## config.mk

```make
export PLATFORM = sky130hd
export DESIGN_NAME = pwrseq_top
export DESIGN_NICKNAME = d
export VERILOG_FILES = /design/src/rtl/pwrseq_pkg.sv /design/src/rtl/pwrseq_order.sv /design/src/rtl/pwrseq_timer.sv /design/src/rtl/pwrseq_top.sv
export SDC_FILE = /design/constraint.sdc
export NUM_CORES = 1
export LEC_CHECK = 0
export ABC_CLOCK_PERIOD_IN_PS = 14900
export BUFFER_PORTS_ARGS = -buffer_cell sky130_fd_sc_hd__clkbuf_2
export CAP_MARGIN = 20
export CORE_ASPECT_RATIO = 1.1
export CORE_UTILIZATION = 50
export DETAILED_ROUTE_END_ITERATION = 8
export PLACE_DENSITY = 0.78
export SLEW_MARGIN = 25
export SYNTH_ARGS = -nofsm -noshare
export SYNTH_HDL_FRONTEND = slang
export SYNTH_SLANG_ARGS = --single-unit
```

## constraint.sdc

```tcl
create_clock -name clk -period 14.9 [get_ports clk]
set_input_delay 1.49 -clock clk [delete_from_list [all_inputs] [get_ports clk]]
set_output_delay 1.49 -clock clk [all_outputs]
set_load 0.02 [all_outputs]
```

## src/rtl/pwrseq_pkg.sv

```systemverilog
package pwrseq_pkg;
   localparam int NRAIL  = 4;
   localparam int RIDX_W = 2;
   localparam int MODE_W = 3;

   typedef logic [RIDX_W-1:0] rail_idx_t;

   typedef enum logic [2:0] {
      S_IDLE,
      S_ENABLE,
      S_RAMP,
      S_SLOT,
      S_DONE,
      S_FAIL
   } seq_state_t;
endpackage

```

## src/rtl/pwrseq_order.sv

```systemverilog
module pwrseq_order
   import pwrseq_pkg::*;
(
   input  logic [MODE_W-1:0]             mode,
   output logic [NRAIL-1:0][RIDX_W-1:0]  order
);
   function automatic logic [NRAIL-1:0][RIDX_W-1:0] seq4(input int a, input int b,
                                                          input int c, input int d);
      logic [NRAIL-1:0][RIDX_W-1:0] r;
      r[0] = rail_idx_t'(a);
      r[1] = rail_idx_t'(b);
      r[2] = rail_idx_t'(c);
      r[3] = rail_idx_t'(d);
      return r;
   endfunction

   always_comb begin
      case (mode)
         3'd2:    order = seq4(3, 2, 1, 0);
         3'd3:    order = seq4(0, 2, 1, 3);
         3'd4:    order = seq4(1, 0, 3, 2);
         3'd5:    order = seq4(2, 3, 0, 1);
         3'd6:    order = seq4(3, 0, 1, 2);
         default: order = seq4(0, 1, 2, 3);
      endcase
   end
endmodule

```

## src/rtl/pwrseq_timer.sv

```systemverilog
module pwrseq_timer #(
   parameter int TICKS_PER_MS = 50,
   parameter int MAX_MS       = 1300,
   parameter int DLY_W        = 12,
   parameter bit TWO_STAGE    = 1'b0
) (
   input  logic             clk,
   input  logic             rst_n,
   input  logic             tick,
   input  logic             load,
   input  logic [DLY_W-1:0] ms_i,
   output logic             expired
);
   localparam int MS_W  = $clog2(MAX_MS + 1);
   localparam int CNT_W = $clog2(MAX_MS * TICKS_PER_MS + 1);
   localparam int SUB_W = $clog2(TICKS_PER_MS + 1);

   initial begin
      if (DLY_W < MS_W) $fatal(1, "delay field narrower than the clamp limit");
      if (TICKS_PER_MS < 1) $fatal(1, "ticks per millisecond must be positive");
      if (MAX_MS < 1) $fatal(1, "maximum delay must be positive");
   end

   logic [MS_W-1:0] ms_c;

   always_comb begin
      if (ms_i == '0)
         ms_c = MS_W'(1);
      else if (ms_i > DLY_W'(MAX_MS))
         ms_c = MS_W'(MAX_MS);
      else
         ms_c = ms_i[MS_W-1:0];
   end

   if (TWO_STAGE) begin : g_two_stage
      logic [MS_W-1:0]  ms_cnt;
      logic [SUB_W-1:0] sub;

      always_ff @(posedge clk) begin
         if (!rst_n) begin
            ms_cnt <= '0;
            sub    <= '0;
         end else if (load) begin
            ms_cnt <= ms_c;
            sub    <= SUB_W'(TICKS_PER_MS - 1);
         end else if (tick && ms_cnt != '0) begin
            if (sub == '0) begin
               sub    <= SUB_W'(TICKS_PER_MS - 1);
               ms_cnt <= ms_cnt - MS_W'(1);
            end else begin
               sub <= sub - SUB_W'(1);
            end
         end
      end

      assign expired = (ms_cnt == '0);


      ms_freeze_chk: assert property (@(posedge clk) disable iff (!rst_n)
         (!load && !tick) |=> ($stable(ms_cnt) && $stable(sub)));


      ms_down_chk: assert property (@(posedge clk) disable iff (!rst_n)
         (!load) |=> (ms_cnt <= $past(ms_cnt)));
   end else begin : g_flat
      logic [CNT_W-1:0] cnt;

      always_ff @(posedge clk) begin
         if (!rst_n)
            cnt <= '0;
         else if (load)
            cnt <= CNT_W'(ms_c) * CNT_W'(TICKS_PER_MS);
         else if (tick && cnt != '0)
            cnt <= cnt - CNT_W'(1);
      end

      assign expired = (cnt == '0);


      cnt_freeze_chk: assert property (@(posedge clk) disable iff (!rst_n)
         (!load && !tick) |=> $stable(cnt));


      cnt_down_chk: assert property (@(posedge clk) disable iff (!rst_n)
         (!load) |=> (cnt <= $past(cnt)));
   end
endmodule

```

## src/rtl/pwrseq_top.sv

```systemverilog
module pwrseq_top
   import pwrseq_pkg::*;
#(
   parameter int TICKS_PER_MS    = 50,
   parameter int MAX_MS          = 1300,
   parameter int DLY_W           = 12,
   parameter bit TWO_STAGE_TIMER = 1'b0
) (
   input  logic                    clk,
   input  logic                    rst_n,
   input  logic                    tick,
   input  logic [NRAIL-1:0]        pgood,
   input  logic [NRAIL-1:0]        fault,
   input  logic [MODE_W-1:0]       mode,
   input  logic [NRAIL*DLY_W-1:0]  ramp_ms,
   input  logic [NRAIL*DLY_W-1:0]  slot_ms,
   input  logic                    restart,
   output logic [NRAIL-1:0]        rail_en,
   output logic                    busy,
   output logic                    done,
   output logic                    fail,
   output logic [RIDX_W-1:0]       fail_rail
);
   seq_state_t                    state;
   rail_idx_t                     step;
   logic [MODE_W-1:0]             mode_q;
   logic [NRAIL-1:0][RIDX_W-1:0]  order;
   rail_idx_t                     cur_rail;
   rail_idx_t                     fault_idx;
   logic                          fault_any;
   logic [DLY_W-1:0]              ramp_a [NRAIL];
   logic [DLY_W-1:0]              slot_a [NRAIL];
   logic [DLY_W-1:0]              tmr_ms;
   logic                          tmr_load;
   logic                          tmr_exp;

   for (genvar g = 0; g < NRAIL; g++) begin : g_unpack
      assign ramp_a[g] = ramp_ms[g*DLY_W +: DLY_W];
      assign slot_a[g] = slot_ms[g*DLY_W +: DLY_W];
   end

   pwrseq_order order_i (
      .mode  (mode_q),
      .order (order)
   );

   assign cur_rail = order[step];
   assign tmr_ms   = (state == S_ENABLE) ? ramp_a[cur_rail] : slot_a[cur_rail];
   assign tmr_load = (state == S_ENABLE) || (state == S_RAMP && tmr_exp);

   pwrseq_timer #(
      .TICKS_PER_MS (TICKS_PER_MS),
      .MAX_MS       (MAX_MS),
      .DLY_W        (DLY_W),
      .TWO_STAGE    (TWO_STAGE_TIMER)
   ) timer_i (
      .clk     (clk),
      .rst_n   (rst_n),
      .tick    (tick),
      .load    (tmr_load),
      .ms_i    (tmr_ms),
      .expired (tmr_exp)
   );

   assign fault_any = |fault;

   always_comb begin
      fault_idx = '0;
      for (int i = NRAIL - 1; i >= 0; i--)
         if (fault[i]) fault_idx = rail_idx_t'(i);
   end

   always_ff @(posedge clk) begin
      if (!rst_n) begin
         state     <= S_IDLE;
         step      <= '0;
         mode_q    <= '0;
         rail_en   <= '0;
         fail      <= 1'b0;
         fail_rail <= '0;
      end else if (state != S_FAIL && fault_any) begin
         rail_en   <= '0;
         fail      <= 1'b1;
         fail_rail <= fault_idx;
         state     <= S_FAIL;
      end else begin
         case (state)
            S_IDLE: begin
               mode_q <= mode;
               step   <= '0;
               state  <= S_ENABLE;
            end
            S_ENABLE: begin
               rail_en[cur_rail] <= 1'b1;
               state             <= S_RAMP;
            end
            S_RAMP: begin
               if (tmr_exp) begin
                  if (pgood[cur_rail]) begin
                     state <= S_SLOT;
                  end else begin
                     rail_en   <= '0;
                     fail      <= 1'b1;
                     fail_rail <= cur_rail;
                     state     <= S_FAIL;
                  end
               end
            end
            S_SLOT: begin
               if (tmr_exp) begin
                  if (step == rail_idx_t'(NRAIL - 1)) begin
                     state <= S_DONE;
                  end else begin
                     step  <= step + rail_idx_t'(1);
                     state <= S_ENABLE;
                  end
               end
            end
            S_FAIL: begin
               if (restart) begin
                  rail_en   <= '1;
                  fail      <= 1'b0;
                  fail_rail <= '0;
                  state     <= S_DONE;
               end
            end
            default: ;
         endcase
      end
   end

   assign busy = (state == S_IDLE) || (state == S_ENABLE) ||
                 (state == S_RAMP) || (state == S_SLOT);
   assign done = (state == S_DONE);


   en_one_step_chk: assert property (@(posedge clk) disable iff (!rst_n)
      busy |=> ($countones(rail_en & ~$past(rail_en)) <= 1));


   en_off_on_fail_chk: assert property (@(posedge clk) disable iff (!rst_n)
      fail |-> (rail_en == '0 && !busy && !done));


   fail_hold_chk: assert property (@(posedge clk) disable iff (!rst_n)
      (fail && !restart) |=> (fail && $stable(fail_rail)));


   all_on_done_chk: assert property (@(posedge clk) disable iff (!rst_n)
      done |-> (rail_en == '1 && !fail));
endmodule

```

# Yosys cells after proc, flatten, opt, wreduce, memory -nomap -nowiden
# Index checks and enable logic that the tools add are counted.
[op_classes]
magnitude_cmp = 5
bitwise_logic = 4
n_addsub = 2
n_eq_ne = 21
shift = 0
mul = 1
div = 0
mux = 46
reduce_logical = 27
[ops]
columns = ["operator", "n"]
rows = [
  ["2-to-1 mux 12 bit", 5],
  ["binary-select mux 12 bit (select 2 bit)", 2],
  ["case mux 8 bit (5 select lines)", 1],
  ["2-to-1 mux 16 bit", 2],
  ["2-to-1 mux 11 bit", 2],
  ["2-to-1 mux 2 bit", 11],
  ["AND reduction 4 bit", 5],
  ["2-to-1 mux 3 bit", 6],
  ["logical NOT 16 bit", 1],
  ["nonzero test 16 bit", 1],
  ["subtractor 16 x 1 -> 16 bit, second input constant", 1],
  ["equality test 3 bit, second input constant", 5],
  ["multiplier 11 x 5 -> 15 bit, second input constant", 1],
  ["case mux 3 bit (5 select lines)", 1],
  ["equality test 3 x 2 -> 1 bit, second input constant", 4],
  ["> comparator 12 x 11 -> 1 bit, second input constant", 1],
  ["logical NOT 12 bit", 1],
  ["2-to-1 mux 4 bit", 3],
  ["!= test 3 bit, second input constant", 4],
  ["case mux 4 bit (3 select lines)", 1],
  ["!= test 2 bit, second input constant", 5],
  ["case mux 2 bit (2 select lines)", 2],
  ["< comparator 2 x 3 -> 1 bit, second input constant", 2],
  ["2-to-1 mux 1 bit", 6],
  ["other kinds (23)", 33],
]
[totals]
mem_bits_rw = 0
ff_bits = 31
mem_bits_ro = 0
n_memories = 0
latch_bits = 0

# Longest topological paths before layout
# Gate-level depths: netlist of run 1.
[depth]
word_depth = 14
depth_mapped = 26
depth_no_buf = 23

# Modules after synthesis
# Synthesis of run 1 repeated with hierarchy kept, for this count alone.
[unflattened]
hier_cells = 397
hier_area_um2 = 3754.9
[by_module_without_submodules]
columns = ["module", "area_each_um2", "cells_per_inst", "instances", "seq_area_each_um2"]
rows = [
  ["pwrseq_timer", 2049.5, 240, 1, 320.3],
  ["pwrseq_top", 1624.1, 144, 1, 300.3],
  ["pwrseq_order", 81.3, 13, 1, 0.0],
]

# Worst setup path after synthesis of run 1
# Ideal clock, no wire load.
[synth_timing]
path_kind = "in2reg"
startpoint = "input port slot_ms[30]"
endpoint = "register timer_i.g_flat.cnt[15]"
t_required_ps = 14818
stages = 19
setup_slack_ps = 9379
t_arrival_ps = 5438
n_path_buf = 0
path_cell_list = "mux4_2 a21oi_1 o2111ai_1 a21o_1 a21o_1 nor2_1 ha_1 ha_1 fa_1 ha_1 a21o_1 a21oi_1 o21bai_1 a21oi_1 o21bai_1 a21oi_1 o21a_1 nand4_1 o221ai_1"
[synth_via]
elab_chain_len = 9
elab_cells_between_ends = 10
classes_between = "mul: 1; order compare: 1; mux: 7; reduce/logical: 1"
[synth_lines]
columns = ["element", "line", "rtl"]
rows = [
  ["start: declaration", "pwrseq_top.sv:16", "input logic [NRAIL*DLY_W-1:0] slot_ms,"],
  ["binary-select mux 12 bit (select 2 bit) (*)", "pwrseq_top.sv:48", "assign tmr_ms = (state == S_ENABLE) ? ramp_a[cur_rail] : slot_a[cur_rail];"],
  ["2-to-1 mux 12 bit (not written as such) (*) (2 in a row)", "pwrseq_top.sv:48", ""],
  ["2-to-1 mux 12 bit (*)", "pwrseq_top.sv:48", ""],
  ["> comparator 12 x 11 -> 1 bit", "pwrseq_timer.sv:29", "else if (ms_i > DLY_W'(MAX_MS))"],
  ["2-to-1 mux 11 bit", "pwrseq_timer.sv:29", ""],
  ["2-to-1 mux 11 bit (*)", "pwrseq_timer.sv:27", "if (ms_i == '0)"],
  ["multiplier 11 x 5 -> 15 bit (*)", "pwrseq_timer.sv:72", "cnt <= CNT_W'(ms_c) * CNT_W'(TICKS_PER_MS);"],
  ["2-to-1 mux 16 bit (*)", "pwrseq_timer.sv:71", "else if (load)"],
  ["end signal: assignment", "pwrseq_timer.sv:72", ""],
  ["end signal: assignment", "pwrseq_timer.sv:74", "cnt <= cnt - CNT_W'(1);"],
  ["end: declaration", "pwrseq_timer.sv:66", "logic [CNT_W-1:0] cnt;"],
]
# Mark *: on every way between the ends. The rest lies on a longest branch, timed or not. The select of a mux whose other input is x is not followed.
# A chain may end at the register's enable or synchronous reset.

# Worst setup path in the final report of run 1
[layout_timing]
startpoint = "register step[0]"
endpoint = "register timer_i.g_flat.cnt[15]"
[layout_via]
elab_chain_len = 12
elab_cells_between_ends = 16
classes_between = "mul: 1; order compare: 1; mux: 12; bitwise: 1; reduce/logical: 1"
[layout_lines]
columns = ["element", "line", "rtl"]
rows = [
  ["start: declaration", "pwrseq_top.sv:25", "rail_idx_t step;"],
  ["start signal: assignment", "pwrseq_top.sv:114", "step <= step + rail_idx_t'(1);"],
  ["binary-select mux 2 bit (select 2 bit) (*)", "pwrseq_top.sv:47", "assign cur_rail = order[step];"],
  ["2-to-1 mux 2 bit (not written as such) (*)", "pwrseq_top.sv:47", ""],
  ["inverter 2 -> 3 bit (not written as such) (*)", "pwrseq_top.sv:48", ""],
  ["binary-select mux 12 bit (select 2 bit)", "pwrseq_top.sv:48", ""],
  ["2-to-1 mux 12 bit (not written as such) (2 in a row)", "pwrseq_top.sv:48", ""],
  ["2-to-1 mux 12 bit (*)", "pwrseq_top.sv:48", ""],
  ["> comparator 12 x 11 -> 1 bit", "pwrseq_timer.sv:29", ""],
  ["2-to-1 mux 11 bit", "pwrseq_timer.sv:29", ""],
  ["2-to-1 mux 11 bit (*)", "pwrseq_timer.sv:27", ""],
  ["multiplier 11 x 5 -> 15 bit (*)", "pwrseq_timer.sv:72", ""],
  ["2-to-1 mux 16 bit (*)", "pwrseq_timer.sv:71", ""],
]
# Marked as above.

==> insert_results.sql, run 1 <==
INSERT INTO impl_metrics (metric_group, metric, value, unit) VALUES
('synth', 'synthesis.area', '4096', 'um^2'),
('clock_network', 'ctsRootBufferMaster', 'sky130_fd_sc_hd__clkbuf_8', ''),
('power_and_ir_drop', 'total_power', '0.0004591', 'W'),
('cells_and_area', 'final_cell_mix', '119 x sky130_fd_sc_hd__clkbuf_2, 46 x sky130_fd_sc_hd__a21oi_1, 43 x sky130_fd_sc_hd__nor2_1, 39 x sky130_fd_sc_hd__nand2_1', ''),
('cells_and_area', 'register_area', '620.6', 'um^2'),
('synth', 'postSynthNetCount', '686', ''),
('die', 'initial_utilization', '51.77', '%'),
('setup_path', 'cpMaxStageDelayCell', 'sky130_fd_sc_hd__dfxtp_1', ''),
('power_and_ir_drop', 'leakage', '2.198', 'nW'),
('synth', 'yosysWarningCount', '0', ''),
('detailed_routing', 'detailroute.via_count', '4573', ''),
('setup_path', 'critPathMaxFanout', '22', ''),
('clock_network', 'clock-sinks', '31', ''),
('cells_and_area', 'drive_above_1_share', '25.24', '%'),
('setup_path', 'critical_path.max_stage_delay', '0.78', 'ns'),
('synth', 'number_of_storage_elements_in_the_synthesis_netlist', '31', ''),
('sta', 'timing.final.max_slew_violations', '0', ''),
('sta', 'tightestPinTransition', '0.9591', 'ns'),
('sta', 'worst_slack', '8.237', 'ns'),
('detailed_routing', 'drt-wirelength-per-cell', '16.11', 'um'),
('setup_path', 'path_buf_inv', '0', ''),
('synth', 'synth-main-ff-cell', 'sky130_fd_sc_hd__dfxtp_1', ''),
('clock_network', 'number_of_buffers_inserted_for_hold_repair_after_clock_tree_synthesis', '0', ''),
('synth', 'synthDistinctLibCells', '76', ''),
('grt', 'total_track_usage', '28.25', '%'),
('sta', 'fmax', '150.1', 'MHz'),
('detailed_routing', 'finalWirelength', '11960', 'um'),
('power_and_ir_drop', 'cell_area_power_density', '95.70', 'nW/um^2'),
('clock_network', 'clock_path_buffers', '2', ''),
('setup_path', 'criticalPathCategory', 'reg -> reg', ''),
('synth', 'yosysTopAreaCellShare', '15.15', '%'),
('cells_and_area', 'num-nets-final', '784', ''),
('worst_hold_path', 'worst_hold_check_path_type', 'reg -> reg', ''),
('setup_path', 'timing.reg2reg.worst_path_depth', '22', ''),
('power_and_ir_drop', 'peakVddDrop', '111.4', 'uV'),
('die', 'fp.dieArea', '8559', 'um^2'),
('synth', 'synth_area_in_compound_gates', '32.86', '%'),
('grt', 'gr-total-overflow', '0', ''),
('sta', 'rsz0062_at_grt', 'false', ''),
('synth', 'synth-xor-area-share', '3.207', '%'),
('sta', 'timing.setup.tns', '0', 'ns'),
('die', 'design.core.area', '7913', 'um^2'),
('placement', 'pre_cts_ws', '8.354', 'ns'),
('setup_path', 'path_common_cell', 'sky130_fd_sc_hd__a21oi_1', ''),
('synth', 'post-synth-top-area-cell', 'sky130_fd_sc_hd__dfxtp_1', ''),
('synth', 'post_synth_and_or_nand_nor_area_fraction', '19.33', '%'),
('detailed_routing', 'antenna_violating_nets_post_route', '0', ''),
('synth', 'synth.mux.area_fraction', '9.224', '%'),
('grt', 'grt_max_degree', '31', ''),
('setup_path', 'worstPathRequired', '15.11', 'ns'),
('run_status', 'outcome', 'finished clean', ''),
('setup_path', 'critical_path.startpoint_type', 'register', ''),
('synth', 'ys_seq_area_share', '15.15', '%'),
('grt', 'via_count_of_the_first_global_routing_pass', '4274', ''),
('setup_path', 'critical_r2r_launch', 'step[0]', ''),
('grt', 'grt_antenna_before_repair', '0', ''),
('job', 'max_cap_viol_count', '0', ''),
('synth', 'asyncSetResetFlopFracSynth', '0', '%'),
('synth', 'adder_and_majority_cell_fraction_of_the_synthesized_area', '13.32', '%'),
('placement', 'place.detailed.hpwl', '9649', 'um'),
('cells_and_area', 'diodes_inserted', '0', ''),
('sta', 'final-setup-viol-count', '0', ''),
('cells_and_area', 'multiInputGateArea', '3203', 'um^2'),
('sta', 'max_clock_skew', '0.008252', 'ns'),
('worst_hold_path', 'min_delay_worst_endpoint', 'rail_en[1]', ''),
('sta', 'worst_slew_margin_rel', '35.97', '%'),
('clock_network', 'ctsHtreeMaxLevel', '2', ''),
('sta', 'finalCritPeriodShare', '44.72', '%'),
('setup_path', 'crit_path_arrival_time', '6.87', 'ns'),
('worst_hold_path', 'worst_hold_path.num_cells', '2', ''),
('clock_network', 'post-cts-setup-buffer-count', '0', '');
## final cells by class
type,instances,area share [%]
inverter,34,2.660
tap,108,2.817
sequential,31,12.94
timing repair buffer,121,12.73
clock buffer,8,2.087
multi-input combinational,440,66.77
## worst register-to-register path, stage by stage, from the launching register on
cell                        delay, ns
sky130_fd_sc_hd__dfxtp_1         0.78
sky130_fd_sc_hd__xor2_1          0.64
sky130_fd_sc_hd__a21oi_2         0.17
sky130_fd_sc_hd__nand2_1         0.55
sky130_fd_sc_hd__mux4_2          0.58
sky130_fd_sc_hd__a21oi_1         0.24
sky130_fd_sc_hd__o2111ai_1       0.18
sky130_fd_sc_hd__a21o_1          0.22
sky130_fd_sc_hd__a21o_1          0.24
sky130_fd_sc_hd__nor2_1          0.23
sky130_fd_sc_hd__ha_1            0.28
sky130_fd_sc_hd__ha_1            0.31
sky130_fd_sc_hd__fa_1            0.47
sky130_fd_sc_hd__ha_1            0.34
sky130_fd_sc_hd__a21o_1          0.19
sky130_fd_sc_hd__a21oi_1         0.20
sky130_fd_sc_hd__o21bai_1        0.08
sky130_fd_sc_hd__a21oi_1         0.21
sky130_fd_sc_hd__o21bai_1        0.08
sky130_fd_sc_hd__a21oi_1         0.21
sky130_fd_sc_hd__o21a_1          0.18
sky130_fd_sc_hd__nand4_1         0.10
sky130_fd_sc_hd__o221ai_1        0.09
## flip-flops by register name (all words and copies together), names as in the netlist
name,flops
timer_i.g_flat.cnt,16
step,2
rail_en,4
fail,1
state,3
fail_rail,2
mode_q,3
## synthesized netlist by cell type (10+ instances only)
library cell / number
sky130_fd_sc_hd__a21oi_1: 46
sky130_fd_sc_hd__nor2_1: 43
sky130_fd_sc_hd__nand2_1: 39
sky130_fd_sc_hd__ha_1: 34
sky130_fd_sc_hd__o21ai_0: 34
sky130_fd_sc_hd__inv_1: 33
sky130_fd_sc_hd__dfxtp_1: 31
sky130_fd_sc_hd__mux2i_1: 22
sky130_fd_sc_hd__nor3_1: 17
sky130_fd_sc_hd__clkbuf_1: 13
sky130_fd_sc_hd__a21o_1: 12
sky130_fd_sc_hd__a221oi_1: 12
sky130_fd_sc_hd__a22oi_1: 12
sky130_fd_sc_hd__nand3_1: 12
sky130_fd_sc_hd__xnor2_1: 12
sky130_fd_sc_hd__o21a_1: 11
sky130_fd_sc_hd__mux2_2: 10
## stage by stage
step,cell area (um^2),instances,utilization (%)
2_1_floorplan,4096,535,-
3_3_place_gp,4687,734,59.23
3_5_place_dp,4687,734,59.23
4_1_cts,4787,742,60.50
5_1_grt,4797,742,60.63
6_report,4797,742,60.63
## cell families (layout without fill, tap and decap cells)
kind of cell,after synthesis,in the layout
compound gates,193,193
xor+xnor,15,15
fa+ha+maj,40,40
buf+inv,64,163
flops,31,31
mux,34,34
simple gates,158,158
## report_power, final
| part | leakage, nW | total (W) | internal, W | switching [W] |
|---|---|---|---|---|
| registers | 0.254 | 0.000116 | 0.0000992 | 0.0000166 |
| logic | 1.89 | 0.000268 | 0.000114 | 0.000154 |
| clock network | 0.0515 | 0.0000753 | 0.0000422 | 0.0000331 |
## worst max path at each step
stage,from,end,slack [ns],depth (start not counted)
after global routing,mode_q[0],timer_i.g_flat.cnt[15],7.75,22
after global placement,step[0],timer_i.g_flat.cnt[15],8.54,21
after floorplan,slot_ms[30],timer_i.g_flat.cnt[15],9.38,19
after CTS,mode_q[0],timer_i.g_flat.cnt[15],8.31,22
after detailed placement,step[0],timer_i.g_flat.cnt[15],8.35,22
final,step[0],timer_i.g_flat.cnt[15],8.24,22
## metal layers
metal | track usage (%) | share of wire [%] | wire length, um | up-vias
met5 | 0 | 0 | 0 | -
met2 | 46.75 | 48 | 5686 | 205
li1 | - | - | - | 2215
met1 | 35.41 | 42 | 5043 | 2101
met4 | 12.03 | 3.5 | 421 | 0
met3 | 4.863 | 6.7 | 804 | 52
No activity file was read; power rests on OpenSTA's default activity.
==> inputs of run 2 (changes only) <==
--- a/config.mk
+++ b/config.mk
@@ -5,7 +5,7 @@
 export SDC_FILE = /design/constraint.sdc
 export NUM_CORES = 1
 export LEC_CHECK = 0
-export ABC_CLOCK_PERIOD_IN_PS = 14900
+export ABC_CLOCK_PERIOD_IN_PS = 6700
 export BUFFER_PORTS_ARGS = -buffer_cell sky130_fd_sc_hd__clkbuf_2
 export CAP_MARGIN = 20
 export CORE_ASPECT_RATIO = 1.1
==> constraint.sdc (replaced) <==
create_clock -name clk -period 6.7 [get_ports clk]
set_input_delay 0.67 -clock clk [delete_from_list [all_inputs] [get_ports clk]]
set_output_delay 0.67 -clock clk [all_outputs]
set_load 0.02 [all_outputs]
==> run 2 against run 1 <==
Sequential share of layout area about the same; die area unchanged; clock power increased by 99%; worst hold slack improved by 0.0039 ns; largest power group unchanged; count of clock-buffer cells in the layout decreased by 2; non-clock buffer count increased by 3; power increased by 120%; routed wire length increased by 1.2%; global-route usage increased by 0.53 points; setup slack got worse by 7.6 ns; combinational power increased by 120%.
==> insert_results.sql, run 2 (same netlist as run 1, synthesis figures left out) <==
INSERT INTO impl_metrics (metric_group, metric, value, unit) VALUES
('run_status', 'outcome', 'finished clean', ''),
('power_and_ir_drop', 'power.share.clock', '14.9', '%'),
('sta', 'finalCritPeriodShare', '91.20', '%'),
('grt', 'via_count_of_the_first_global_routing_pass', '4361', ''),
('setup_path', 'path_buf_inv', '1', ''),
('sta', 'worst_slew_margin_rel', '34.44', '%'),
('placement', 'pre_cts_ws', '0.4066', 'ns'),
('clock_network', 'clock-sinks', '31', ''),
('sta', 'timing.final.max_slew_violations', '0', ''),
('cells_and_area', 'final_cell_mix', '119 x sky130_fd_sc_hd__clkbuf_2, 46 x sky130_fd_sc_hd__a21oi_1, 43 x sky130_fd_sc_hd__nor2_1, 39 x sky130_fd_sc_hd__nand2_1', ''),
('power_and_ir_drop', 'combinationalPowerShare', '59.5', '%'),
('cells_and_area', 'drive_above_1_share', '26.10', '%'),
('clock_network', 'cts_resized', '0', ''),
('die', 'die_height', '96.93', 'um'),
('cells_and_area', 'multiInputGateArea', '3211', 'um^2'),
('clock_network', 'cts_tree', 'yes', ''),
('placement', 'buffer_ports.inserted', '119', ''),
('sta', 'max_clock_skew', '0.003351', 'ns'),
('sta', 'fmax', '163.6', 'MHz'),
('die', 'floorplan.rows', '34', ''),
('power_and_ir_drop', 'sequential_group_share_of_total_power', '25.5', '%'),
('setup_path', 'worst-r2r-setup-slack', '0.59', 'ns'),
('cells_and_area', 'register_area', '623.1', 'um^2'),
('grt', 'total_track_usage', '28.78', '%'),
('clock_network', 'cts_made_buffers', '5', ''),
('placement', 'post-place-cells', '737', ''),
('detailed_routing', 'finalWirelength', '12100', 'um'),
('power_and_ir_drop', 'p_sw_share', '44.95', '%'),
('sta', 'final-setup-viol-count', '0', ''),
('setup_path', 'critPathMaxFanout', '30', ''),
('power_and_ir_drop', 'cell_area_power_density', '209.2', 'nW/um^2'),
('worst_hold_path', 'worst_hold_check_path_type', 'reg -> reg', ''),
('detailed_routing', 'drt_iter0_markers', '287', ''),
('grt', 'grt_first_pass_wirelength', '19860', 'um'),
('cells_and_area', 'design_area', '4817', 'um^2'),
('sta', 'finalCriticalPeriod', '6.111', 'ns'),
('clock_network', 'number_of_buffers_inserted_for_hold_repair_after_clock_tree_synthesis', '0', ''),
('die', 'floorplan.die.width', '88.30', 'um'),
('power_and_ir_drop', 'power_spent_charging_and_discharging_nets', '0.0004530', 'W'),
('setup_path', 'crit_path_arrival_time', '6.32', 'ns'),
('clock_network', 'ctsRootBufferMaster', 'sky130_fd_sc_hd__clkbuf_8', ''),
('cells_and_area', 'diodes_inserted', '0', ''),
('setup_path', 'cpMaxStageDelayCell', 'sky130_fd_sc_hd__dfxtp_1', ''),
('grt', 'grt_max_degree', '31', ''),
('sta', 'tightestPinTransition', '0.9821', 'ns'),
('placement', 'cell_area_reported_after_detailed_placement', '4710', 'um^2'),
('setup_path', 'critical_path.cell_chain', 'and4b_1 -> o21ai_1 -> o221ai_1 -> buf_4 -> a221oi_1 -> a22o_1 -> o2111ai_1 -> a21o_1 -> a21o_1 -> nor2_1 -> ha_1 -> ha_1 -> fa_1 -> ha_1 -> a21o_1 -> a21oi_1 -> o21bai_1 -> a21oi_1 -> o21bai_1 -> a21oi_1 -> o21a_1 -> nand4_1 -> o221ai_1', ''),
('grt', 'gr-total-overflow', '0', ''),
('clock_network', 'post-cts-setup-buffer-count', '0', ''),
('power_and_ir_drop', 'peakVddDrop', '204.1', 'uV'),
('power_and_ir_drop', 'leakage', '2.203', 'nW'),
('die', 'num_io_pins', '120', ''),
('sta', 'rsz0062_at_grt', 'false', ''),
('detailed_routing', 'dr_wl_met2', '5887', 'um'),
('die', 'design.core.area', '7913', 'um^2'),
('die', 'initial_utilization', '51.77', '%'),
('cells_and_area', 'final.fill_count', '750', ''),
('cells_and_area', 'registers.top_by_ff_count', 'timer_i.g_flat.cnt', ''),
('clock_network', 'worst_setup_hold_path_clk_slew', '0.07', 'ns'),
('cells_and_area', 'layout_top_registers', 'timer_i.g_flat.cnt (16), rail_en (4)', ''),
('setup_path', 'worstPathRequired', '6.90', 'ns'),
('detailed_routing', 'drt-wirelength-per-cell', '16.26', 'um'),
('detailed_routing', 'antenna_violating_nets_post_route', '0', ''),
('job', 'max_cap_viol_count', '0', ''),
('sta', 'timing.setup.tns', '0', 'ns'),
('cells_and_area', 'stdcell_count', '744', ''),
('detailed_routing', 'detailroute.via_count', '4590', ''),
('detailed_routing', 'drc', '0', ''),
('clock_network', 'ctsHtreeMaxLevel', '2', ''),
('sta', 'worst_slack', '0.5893', 'ns'),
('sta', 'final_hold_viol_count', '0', ''),
('grt', 'grt_antenna_before_repair', '0', ''),
('clock_network', 'clk_latency', '0.29', 'ns'),
('setup_path', 'critical_path.startpoint_type', 'register', ''),
('detailed_routing', 'viasPerCell', '6.169', ''),
('setup_path', 'criticalPathCategory', 'reg -> reg', ''),
('detailed_routing', 'route.layer.met1.wl', '5024', 'um'),
('cells_and_area', 'num-nets-final', '787', ''),
('clock_network', 'clock_path_buffers', '2', ''),
('cells_and_area', 'largest_reg_flops', '16', ''),
('setup_path', 'crit_path_end_kind', 'register', ''),
('setup_path', 'critical_path.max_stage_delay', '0.63', 'ns'),
('placement', 'place.detailed.hpwl', '9633', 'um'),
('detailed_routing', 'dr_wl_met3', '866', 'um'),
('setup_path', 'critical_path.top_delay_family', 'compound AO/OA/AOI/OAI gates', ''),
('cells_and_area', 'area_delta_synth_final', '17.59', '%'),
('power_and_ir_drop', 'cell_internal_pwr', '0.0005548', 'W'),
('placement', 'place.gp.congestion', '0.8594', ''),
('die', 'fp.dieArea', '8559', 'um^2'),
('detailed_routing', 'firstDrtPassIters', '7', ''),
('detailed_routing', 'top_layer', 'met4', ''),
('cells_and_area', 'mostFrequentLayoutCell', 'sky130_fd_sc_hd__clkbuf_2', ''),
('sta', 'final.hold.worst_slack', '0.4511', 'ns');
[run 2: metrics by stage]
step                      total power (W)  utilization [%]
after floorplan                 0.0007115                -
after global placement          0.0008349            59.52
after CTS                        0.001003            60.63
after global routing             0.001097            60.88
final                            0.001008            60.88
after detailed placement        0.0008517            59.52
[run 2: power by group through the flow]
stage	clock network [W]	registers, W	logic [W]
3_5_place_dp	0	0.000259	0.000593
3_3_place_gp	0	0.000258	0.000577
2_1_floorplan	0	0.000252	0.000460
4_1_cts	0.000152	0.000255	0.000596
6_report	0.000150	0.000257	0.000600
5_1_grt	0.000162	0.000262	0.000673
[run 2: worst min-delay path: cells and delay by family, from the launching register on]
family | cells | cell delay [ns]
flip-flops | 1 | 0.31
buffers and inverters | 1 | 0.05
AO/OA/AOI/OAI | 1 | 0.05
[run 2: layer usage]
layer,vias to the layer above,GRT usage (%)
met5,-,0
met1,2144,37.22
met3,30,5.290
li1,2217,-
met2,199,47.46
met4,0,9.429
[run 2: final cells by class]
class | count | area share, %
sequential | 31 | 12.94
clock buffer | 6 | 1.714
multi-input combinational | 440 | 66.65
clock inverter | 1 | 0.1039
timing repair buffer | 124 | 13.14
inverter | 34 | 2.649
tap | 108 | 2.805
[run 2: path summary, 6_finish.rpt]
check | start | end | cells after the start
setup reg to reg | mode_q[2] | timer_i.g_flat.cnt[15] | 23
hold reg to reg | rail_en[2] | rail_en[2] | 2
setup / recovery | mode_q[2] | timer_i.g_flat.cnt[15] | 23
hold / removal | rail_en[2] | rail_en[2] | 2
